--- src/rtl/vpfx_stream_decoder.sv ---
module vpfx_stream_decoder (
  input  logic       clk,
  input  logic       rst_n,
  input  logic       mode64,
  input  logic       in_valid,
  input  logic [7:0] in_data,
  output logic       in_ready,
  input  logic       rec_ready,
  output logic       rec_valid,
  output logic       rec_vec,
  output logic       rec_rex,
  output logic       rec_passthru,
  output logic       rec_illegal,
  output logic       rec_w,
  output logic       rec_r,
  output logic       rec_x,
  output logic       rec_b,
  output logic [3:0] rec_vvvv,
  output logic       rec_l,
  output logic [7:0] rec_simd,
  output logic [4:0] rec_map,
  output logic [7:0] rec_opcode
);

  localparam logic [7:0] OSZ  = 8'h66;
  localparam logic [7:0] REPZ = 8'hF3;
  localparam logic [7:0] REPN = 8'hF2;

  typedef enum logic [1:0] {S_IDLE, S_LEAD, S_PAY2, S_OPC} st_t;
  st_t st;

  logic       form3, leg_seen, rex_seen;
  logic [3:0] rex_bits;
  logic       ax_r, ax_x, ax_b, ax_w, ax_l;
  logic [3:0] ax_vvvv;
  logic [1:0] ax_pp;
  logic [4:0] ax_map;

  function automatic logic [7:0] pp_code(input logic [1:0] pp);
    case (pp)
      2'd1:    pp_code = OSZ;
      2'd2:    pp_code = REPZ;
      2'd3:    pp_code = REPN;
      default: pp_code = 8'h00;
    endcase
  endfunction

  wire can_take   = !rec_valid || rec_ready;
  wire la_pass    = (st == S_LEAD) && !mode64 && (in_data[7:6] != 2'b11);
  assign in_ready = can_take && !la_pass;
  wire fire       = in_valid && in_ready;
  wire pass_fire  = in_valid && can_take && la_pass;

  wire is_leg = (in_data == OSZ) || (in_data == REPZ) || (in_data == REPN);
  wire is_rex = mode64 && (in_data[7:4] == 4'h4);
  wire is_vex = (in_data[7:1] == 7'b1100010);

  wire emit_plain = fire && (st == S_IDLE) && !is_leg && !is_rex && !is_vex;
  wire emit_vec   = fire && (st == S_OPC);
  wire map_bad    = form3 && ((ax_map == 5'd0) || (ax_map > 5'd3));

  always_ff @(posedge clk or negedge rst_n) begin
    if (!rst_n) begin
      st <= S_IDLE;
      form3 <= 1'b0;
      leg_seen <= 1'b0;
      rex_seen <= 1'b0;
      rex_bits <= '0;
      ax_r <= 1'b0; ax_x <= 1'b0; ax_b <= 1'b0; ax_w <= 1'b0; ax_l <= 1'b0;
      ax_vvvv <= '0;
      ax_pp <= '0;
      ax_map <= '0;
      rec_valid <= 1'b0;
      rec_vec <= 1'b0; rec_rex <= 1'b0; rec_passthru <= 1'b0; rec_illegal <= 1'b0;
      rec_w <= 1'b0; rec_r <= 1'b0; rec_x <= 1'b0; rec_b <= 1'b0;
      rec_vvvv <= '0; rec_l <= 1'b0; rec_simd <= '0; rec_map <= '0; rec_opcode <= '0;
    end else begin
      if (rec_valid && rec_ready) rec_valid <= 1'b0;

      if (fire) begin
        case (st)
          S_IDLE: begin
            if (is_leg) leg_seen <= 1'b1;
            else if (is_rex) begin
              rex_seen <= 1'b1;
              rex_bits <= in_data[3:0];
            end else if (is_vex) begin
              st <= S_LEAD;
              form3 <= ~in_data[0];
            end else begin
              leg_seen <= 1'b0;
              rex_seen <= 1'b0;
            end
          end
          S_LEAD: begin
            if (form3) begin
              {ax_r, ax_x, ax_b} <= ~in_data[7:5];
              ax_map <= in_data[4:0];
              st <= S_PAY2;
            end else begin
              ax_r <= ~in_data[7];
              ax_x <= 1'b0;
              ax_b <= 1'b0;
              ax_w <= 1'b0;
              ax_vvvv <= ~in_data[6:3];
              ax_l <= in_data[2];
              ax_pp <= in_data[1:0];
              ax_map <= 5'd1;
              st <= S_OPC;
            end
          end
          S_PAY2: begin
            ax_w <= in_data[7];
            ax_vvvv <= ~in_data[6:3];
            ax_l <= in_data[2];
            ax_pp <= in_data[1:0];
            st <= S_OPC;
          end
          default: begin
            st <= S_IDLE;
            leg_seen <= 1'b0;
            rex_seen <= 1'b0;
          end
        endcase
      end

      if (pass_fire) begin
        st <= S_IDLE;
        leg_seen <= 1'b0;
        rex_seen <= 1'b0;
      end

      if (emit_plain) begin
        rec_valid <= 1'b1;
        rec_vec <= 1'b0;
        rec_rex <= rex_seen;
        rec_passthru <= 1'b0;
        rec_illegal <= 1'b0;
        {rec_w, rec_r, rec_x, rec_b} <= rex_seen ? rex_bits : 4'h0;
        rec_vvvv <= '0;
        rec_l <= 1'b0;
        rec_simd <= '0;
        rec_map <= '0;
        rec_opcode <= in_data;
      end

      if (emit_vec) begin
        rec_valid <= 1'b1;
        rec_vec <= 1'b1;
        rec_rex <= 1'b0;
        rec_passthru <= 1'b0;
        rec_illegal <= leg_seen || rex_seen || map_bad;
        rec_w <= ax_w;
        rec_r <= ax_r & mode64;
        rec_x <= ax_x & mode64;
        rec_b <= ax_b & mode64;
        rec_vvvv <= ax_vvvv;
        rec_l <= ax_l;
        rec_simd <= pp_code(ax_pp);
        rec_map <= ax_map;
        rec_opcode <= in_data;
      end

      if (pass_fire) begin
        rec_valid <= 1'b1;
        rec_vec <= 1'b0;
        rec_rex <= 1'b0;
        rec_passthru <= 1'b1;
        rec_illegal <= 1'b0;
        {rec_w, rec_r, rec_x, rec_b} <= 4'h0;
        rec_vvvv <= '0;
        rec_l <= 1'b0;
        rec_simd <= '0;
        rec_map <= '0;
        rec_opcode <= {7'b1100010, ~form3};
      end
    end
  end

  a_r1_hold: assert property (@(posedge clk) disable iff (!rst_n)
    rec_valid && !rec_ready |=> rec_valid && $stable({rec_vec, rec_rex, rec_passthru,
      rec_illegal, rec_w, rec_r, rec_x, rec_b, rec_vvvv, rec_l, rec_simd, rec_map, rec_opcode}));

  a_r1_stall: assert property (@(posedge clk) disable iff (!rst_n)
    rec_valid && !rec_ready |-> !in_ready);

  a_r7_lookahead: assert property (@(posedge clk) disable iff (!rst_n)
    in_valid && !in_ready && !rec_valid |=> rec_valid && rec_passthru);

  a_r7_shape: assert property (@(posedge clk) disable iff (!rst_n)
    rec_valid && rec_passthru |-> !rec_vec && !rec_illegal && rec_opcode[7:1] == 7'b1100010);

  a_r5_map: assert property (@(posedge clk) disable iff (!rst_n)
    rec_valid && rec_vec && (rec_map == 5'd0 || rec_map > 5'd3) |-> rec_illegal);

  a_r8_no_ext32: assert property (@(posedge clk) disable iff (!rst_n)
    rec_valid && rec_vec && !mode64 |-> !rec_r && !rec_x && !rec_b);

endmodule

--- config.mk ---
export PLATFORM = sky130hd
export DESIGN_NAME = vpfx_stream_decoder
export DESIGN_NICKNAME = d
export VERILOG_FILES = /design/src/rtl/vpfx_stream_decoder.sv
export SDC_FILE = /design/constraint.sdc
export NUM_CORES = 1
export LEC_CHECK = 0
export BUFFER_PORTS_ARGS = -buffer_cell sky130_fd_sc_hd__buf_2
export CORE_MARGIN = 1.5
export CORE_UTILIZATION = 55
export CTS_BUF_LIST = sky130_fd_sc_hd__clkbuf_2 sky130_fd_sc_hd__clkbuf_4 sky130_fd_sc_hd__clkbuf_8
export CTS_CLUSTER_DIAMETER = 100
export DETAILED_ROUTE_END_ITERATION = 8
export HOLD_SLACK_MARGIN = 0.1
export PLACE_DENSITY_LB_ADDON = 0.08
export SYNTH_ARGS = -nofsm -noshare
export SYNTH_HDL_FRONTEND = slang
export SYNTH_SLANG_ARGS = --single-unit
export TNS_END_PERCENT = 5
--- constraint.sdc ---
create_clock -name clk -period 2.4 [get_ports clk]
set_clock_uncertainty 0.2 [all_clocks]
set_input_delay 0.12 -clock clk [delete_from_list [all_inputs] [get_ports clk]]
set_output_delay 0.12 -clock clk [all_outputs]
set_load 0.005 [all_outputs]
# Yosys cells after proc, flatten, opt, wreduce, memory -nomap -nowiden
# Cells that the tools add are included.
# W data, S select, Z words.
# word_totals
reg_bits,60
inputBits,13
word_cells,170
# op_classes
n_lt_le_gt_ge,1
n_eq_ne,20
muxes,72
bitwise_logic,10
reduce_logical,40
# ops
cell,n
$mux W8,6
$mux W1,43
$pmux W8 S3,1
$mux W4,5
$mux W5,4
$eq A8 B8 Y1 const B,2
$reduce_and A4 Y1,4
$logic_and A1 B1 Y1,14
$mux W2,6
$ne A4 B4 Y1 const B,3
$ne A3 B3 Y1 const B,3
$eq A2 B2 Y1 const B,4
$eq A8 B7 Y1 const B,1
$pmux W1 S2,4
$pmux W4 S2,1
$eq A7 B7 Y1 const B,1
$logic_not A1 Y1,6
$logic_or A1 B1 Y1,6
$pmux W2 S3,1
$gt A5 B2 Y1 const B,1
$logic_not A5 Y1,1
$not A1 Y1,5
$reduce_and A5 Y1,1
$eq A2 B1 Y1 const B,2
14 further kinds,18

# Longest topological paths before layout
# depth
word_depth,13
ltp_mapped,8
depth_no_buf,7

# Least setup slack after synthesis
# No wires, ideal clock.
# synth_path
kind,flip-flop to flip-flop
startpoint,register st[1]
endpoint,register ax_l
setup_time_ps,127
t_arrival_ps,1848
t_required_ps,2073
setup_slack_ps,225
path_stages_with_launch,7
synth_period_minus_slack_ps,2175
cell_sequence,dfrtp_1 -> inv_1 -> ha_1 -> and2b_1 -> and2_4 -> a2111oi_4 -> mux2_1
# synth_via
elab_chain_cells,7
elab_cells_between_ends,11
# synth_lines
item,line,source
"start, declared",30,st_t st;
"start signal, assigned",64,st <= S_IDLE;
"start signal, assigned",88,st <= S_LEAD;
"start signal, assigned",99,st <= S_PAY2;
$eq A2 B1 Y1,"49, 81",
$logic_and A1 B1 Y1 (2 in series),49,wire la_pass = (st == S_LEAD) && !mode64 && (in_data[7:6] != 2'b11);
$logic_not A1 Y1,50,assign in_ready = can_take && !la_pass;
$logic_and A1 B1 Y1,50,
$logic_and A1 B1 Y1,51,wire fire = in_valid && in_ready;
$reduce_and A3 Y1 (no line),--,
"end signal, assigned",106,ax_l <= in_data[2];
"end signal, assigned",115,ax_l <= in_data[2];
"end, declared",34,"logic ax_r, ax_x, ax_b, ax_w, ax_l;"
# Parallel ways exist; a longest one is shown, timed or not.
# A chain may end at the register's enable or synchronous reset.

# Worst setup path after layout
# layout_path
startpoint,input port in_data[5]
endpoint,register rec_opcode[4]
# layout_via
elab_chain_cells,8
elab_cells_between_ends,15
# layout_lines
item,line,source
"start, declared",6,"input logic [7:0] in_data,"
$eq A8 B7 Y1 / $eq A8 B8 Y1 (equally long branches),54,wire is_leg = (in_data == OSZ) || (in_data == REPZ) || (in_data == REPN);
$logic_or A1 B1 Y1 (2 in series),54,
$logic_not A1 Y1,58,wire emit_plain = fire && (st == S_IDLE) && !is_leg && !is_rex && !is_vex;
$logic_and A1 B1 Y1 (2 in series),58,
$logic_and A1 B1 Y1 (*),58,
$reduce_bool A3 Y1 (no line) (*),--,
"end signal, assigned",144,rec_opcode <= in_data;
"end signal, assigned",161,rec_opcode <= in_data;
"end signal, assigned",175,"rec_opcode <= {7'b1100010, ~form3};"
"end, declared",22,output logic [7:0] rec_opcode
# Mark *: on every way between the ends. The rest lies on a longest branch, timed or not.

==> reports/results.ini <==
[die]
die-area_um2 = 5274
io_pins = 49
start_util = 0.5683
coreArea_um2 = 4692
rows = 25
fp.dieW_um = 72.63
die_y_um = 72.63

[timing]
fin_ws_ns = 0.07318
slew_violations = 0
worst_slew_pin_slew_ns = 0.5214
hold_violations = 0
timing.fmax_mhz = 429.8
rsz0062_at_grt = no
setup_violations = 0
fin_setup_tns_ns = 0
period_minus_slack_ns = 2.327
slew_headroom = 0.6524
period_share = 0.9695

[cts]
cts.sinks = 56
cts_tree = built
clockRootBuffer = clkbuf_8
htree_levels = 2
clk_latency_ns = 0.31
path_clk_slew_ns = 0.10
cts_buffer_depth = 2
cts_buffers = 5

[route]
finalWirelength_mm = 5.957
wl_per_cell_um = 16.64
via_per_inst = 5.587
drt_iter0_markers = 120
drtPass1Iterations = 4
num_vias = 2000
drc_errors = 0
ant_nets = 0

[worst_setup_path]
path_depth = 8
reg2reg_to = rec_x
cpLargestDelayFamily = buffers and inverters
end_kind = flip-flop
path_buf_inv = 3
start_kind = primary input
crit_end = rec_opcode[4]
slowest_stage = dlygate4sd3_1
r2r.worst_path.cells = 8
critical_path_class = in2reg
timing.rr.start = st[0]
cp.required_ns = 2.40
startpoint = in_data[5]
path_cells = dlygate4sd3_1 -> buf_2 -> nand2b_2 -> nor4b_2 -> nor3b_4 -> o31ai_4 -> buf_4 -> mux2_1
slowest_delay_ns = 0.53
cp.arrival_ns = 2.33
cp_max_fo = 6
rrSetupSlack_ns = 0.15

[yosys]
yosysSeqAreaShare = 0.5256
yosysTopAreaCell = dfrtp_1
syn_area_um2 = 2666
syn_nets = 256
yosysUniqueCellTypes = 49
synthTopCellsByArea = dfrtp_1 (53%), a22o_1 (5.3%), nand2_1 (3.9%)
yosysMostFrequentCell = dfrtp_1
synth_area_per_cell_um2 = 11.20
ys_warn_count = 0
synthArstFlopShare = 1.000
netlist_instances = 238
synth-edff-count = 0
synth_common_cells = dfrtp_1 (56), nand2_1 (28), nor2_1 (17), a22o_1 (16), inv_1 (12)
synth-seq-cells = 56
synth.top_cell.area_share = 0.5256
synth_ff_type = dfrtp_1

[final_layout]
antenna_cells = 0
drive_above_1_share = 0.2829
final_area_um2 = 3231
fin_nets = 321
fillers = 369
areaGrowthSynthToFinish_pct = 21.16
fin_cells = 358

[global_route]
grt_pass1_vias = 1907
antenna_found_initial = 0
grt_first_pass_wirelength_mm = 9.646
track_usage = 0.2427
gr-total-overflow = 0
grt_max_degree = 26

[placement]
dp.cells = 337
portBuffers = 47
dp_slack_ns = 0.1072
place_area_um2 = 2982
dp_hpwl_mm = 4.278
gp_congestion = 0.8172

[run]
max-cap-violations = 0

[power]
powerDensity_nw_per_um2 = 1044
ir_worst_vdd_v = 0.0005090
p_leak_nw = 1.579
total_power_mw = 3.373

[run_status]
outcome = finished, final reports clean

[min_path]
hold_path.class = in2async

## report_power, final
part           leakage (nW)  switching (mW)  internal, mW
registers             0.727           0.204          1.25
clock network        0.0586           0.297         0.321
logic                 0.794           0.678         0.623
total                  1.58            1.18          2.19
## metrics by stage
step,hold slack (ns),util
after CTS,0.1129,0.6848
final,0.09872,0.6885
after floorplan,-0.3756,-
after detailed placement,-0.07743,0.6355
after global placement,-0.07548,0.6355
after global routing,0.1588,0.6885
## cell usage in the layout, fill, tap and decap left out, drive strengths merged, types with 2 or more instances in the layout
cell	Yosys	layout
nand2b	3	3
inv	12	12
clkbuf	4	6
dfrtp	56	56
dlygate4sd3	0	12
ha	5	5
buf	11	61
a21oi	6	6
nor3	2	2
nand2	29	29
o31ai	5	5
nor2b	6	6
mux2	11	11
nor4b	2	2
a2111oi	2	2
o2bb2ai	3	3
nor2	17	17
a211oi	3	3
mux2i	5	5
a22o	16	16
nand3	4	4
o21ai	18	18
## cells by family (layout without fill, tap and decap cells)
family | Yosys count | after routing | share of synthesized area
other cells | 1 | 1 | 0.001406
flops | 56 | 56 | 0.5256
compound gates | 60 | 60 | 0.1877
buf+inv | 27 | 93 | 0.05349
mux | 16 | 16 | 0.06523
simple gates | 73 | 73 | 0.1431
fa+ha+maj | 5 | 5 | 0.02346
## final cells by class
| class | count | area, um^2 | share of cell area |
|---|---|---|---|
| Clock buffer | 6 | 76.32 | 0.02363 |
| Inverter | 12 | 45.04 | 0.01394 |
| Clock inverter | 2 | 35.03 | 0.01084 |
| Tap cell | 54 | 67.56 | 0.02091 |
| Sequential cell | 56 | 1401 | 0.4338 |
| Multi-Input combinational cell | 155 | 1129 | 0.3493 |
| Timing Repair Buffer | 73 | 476.7 | 0.1476 |
## worst min path at each step
stage	startpoint	endpoint	depth (start not counted)
floorplan	rst_n	ax_b	0
global route	rst_n	rec_simd[0]	2
global placement	rst_n	rec_simd[0]	1
CTS	rst_n	rec_simd[0]	2
detailed placement	rst_n	rec_simd[0]	1
finish	rst_n	rec_simd[0]	2
## repair_timing
item | in CTS | in global routing
endpoints found under the hold margin | 85 | 0
setup endpoints to repair | 0 | 25
setup buffers | 0 | 1
gates resized for setup | 0 | 2
hold buffers | 12 | 0
## sequential cells by signal (all words and copies together), names as in the netlist, 2 cells and up
register,flops
rec_opcode,8
rec_vvvv,4
rec_simd,4
rec_map,5
st,2
ax_pp,2
ax_vvvv,4
ax_map,5
rex_bits,4
## routing by layer
layer / vias up / global-route usage / part of all wire
met3: 10 / 0.04420 / 0.040
met5: - / 0 / 0
li1: 968 / - / -
met4: 0 / 0.08805 / 0.017
met2: 50 / 0.3914 / 0.49
met1: 972 / 0.3306 / 0.45
(Power assumes the default switching activity.)
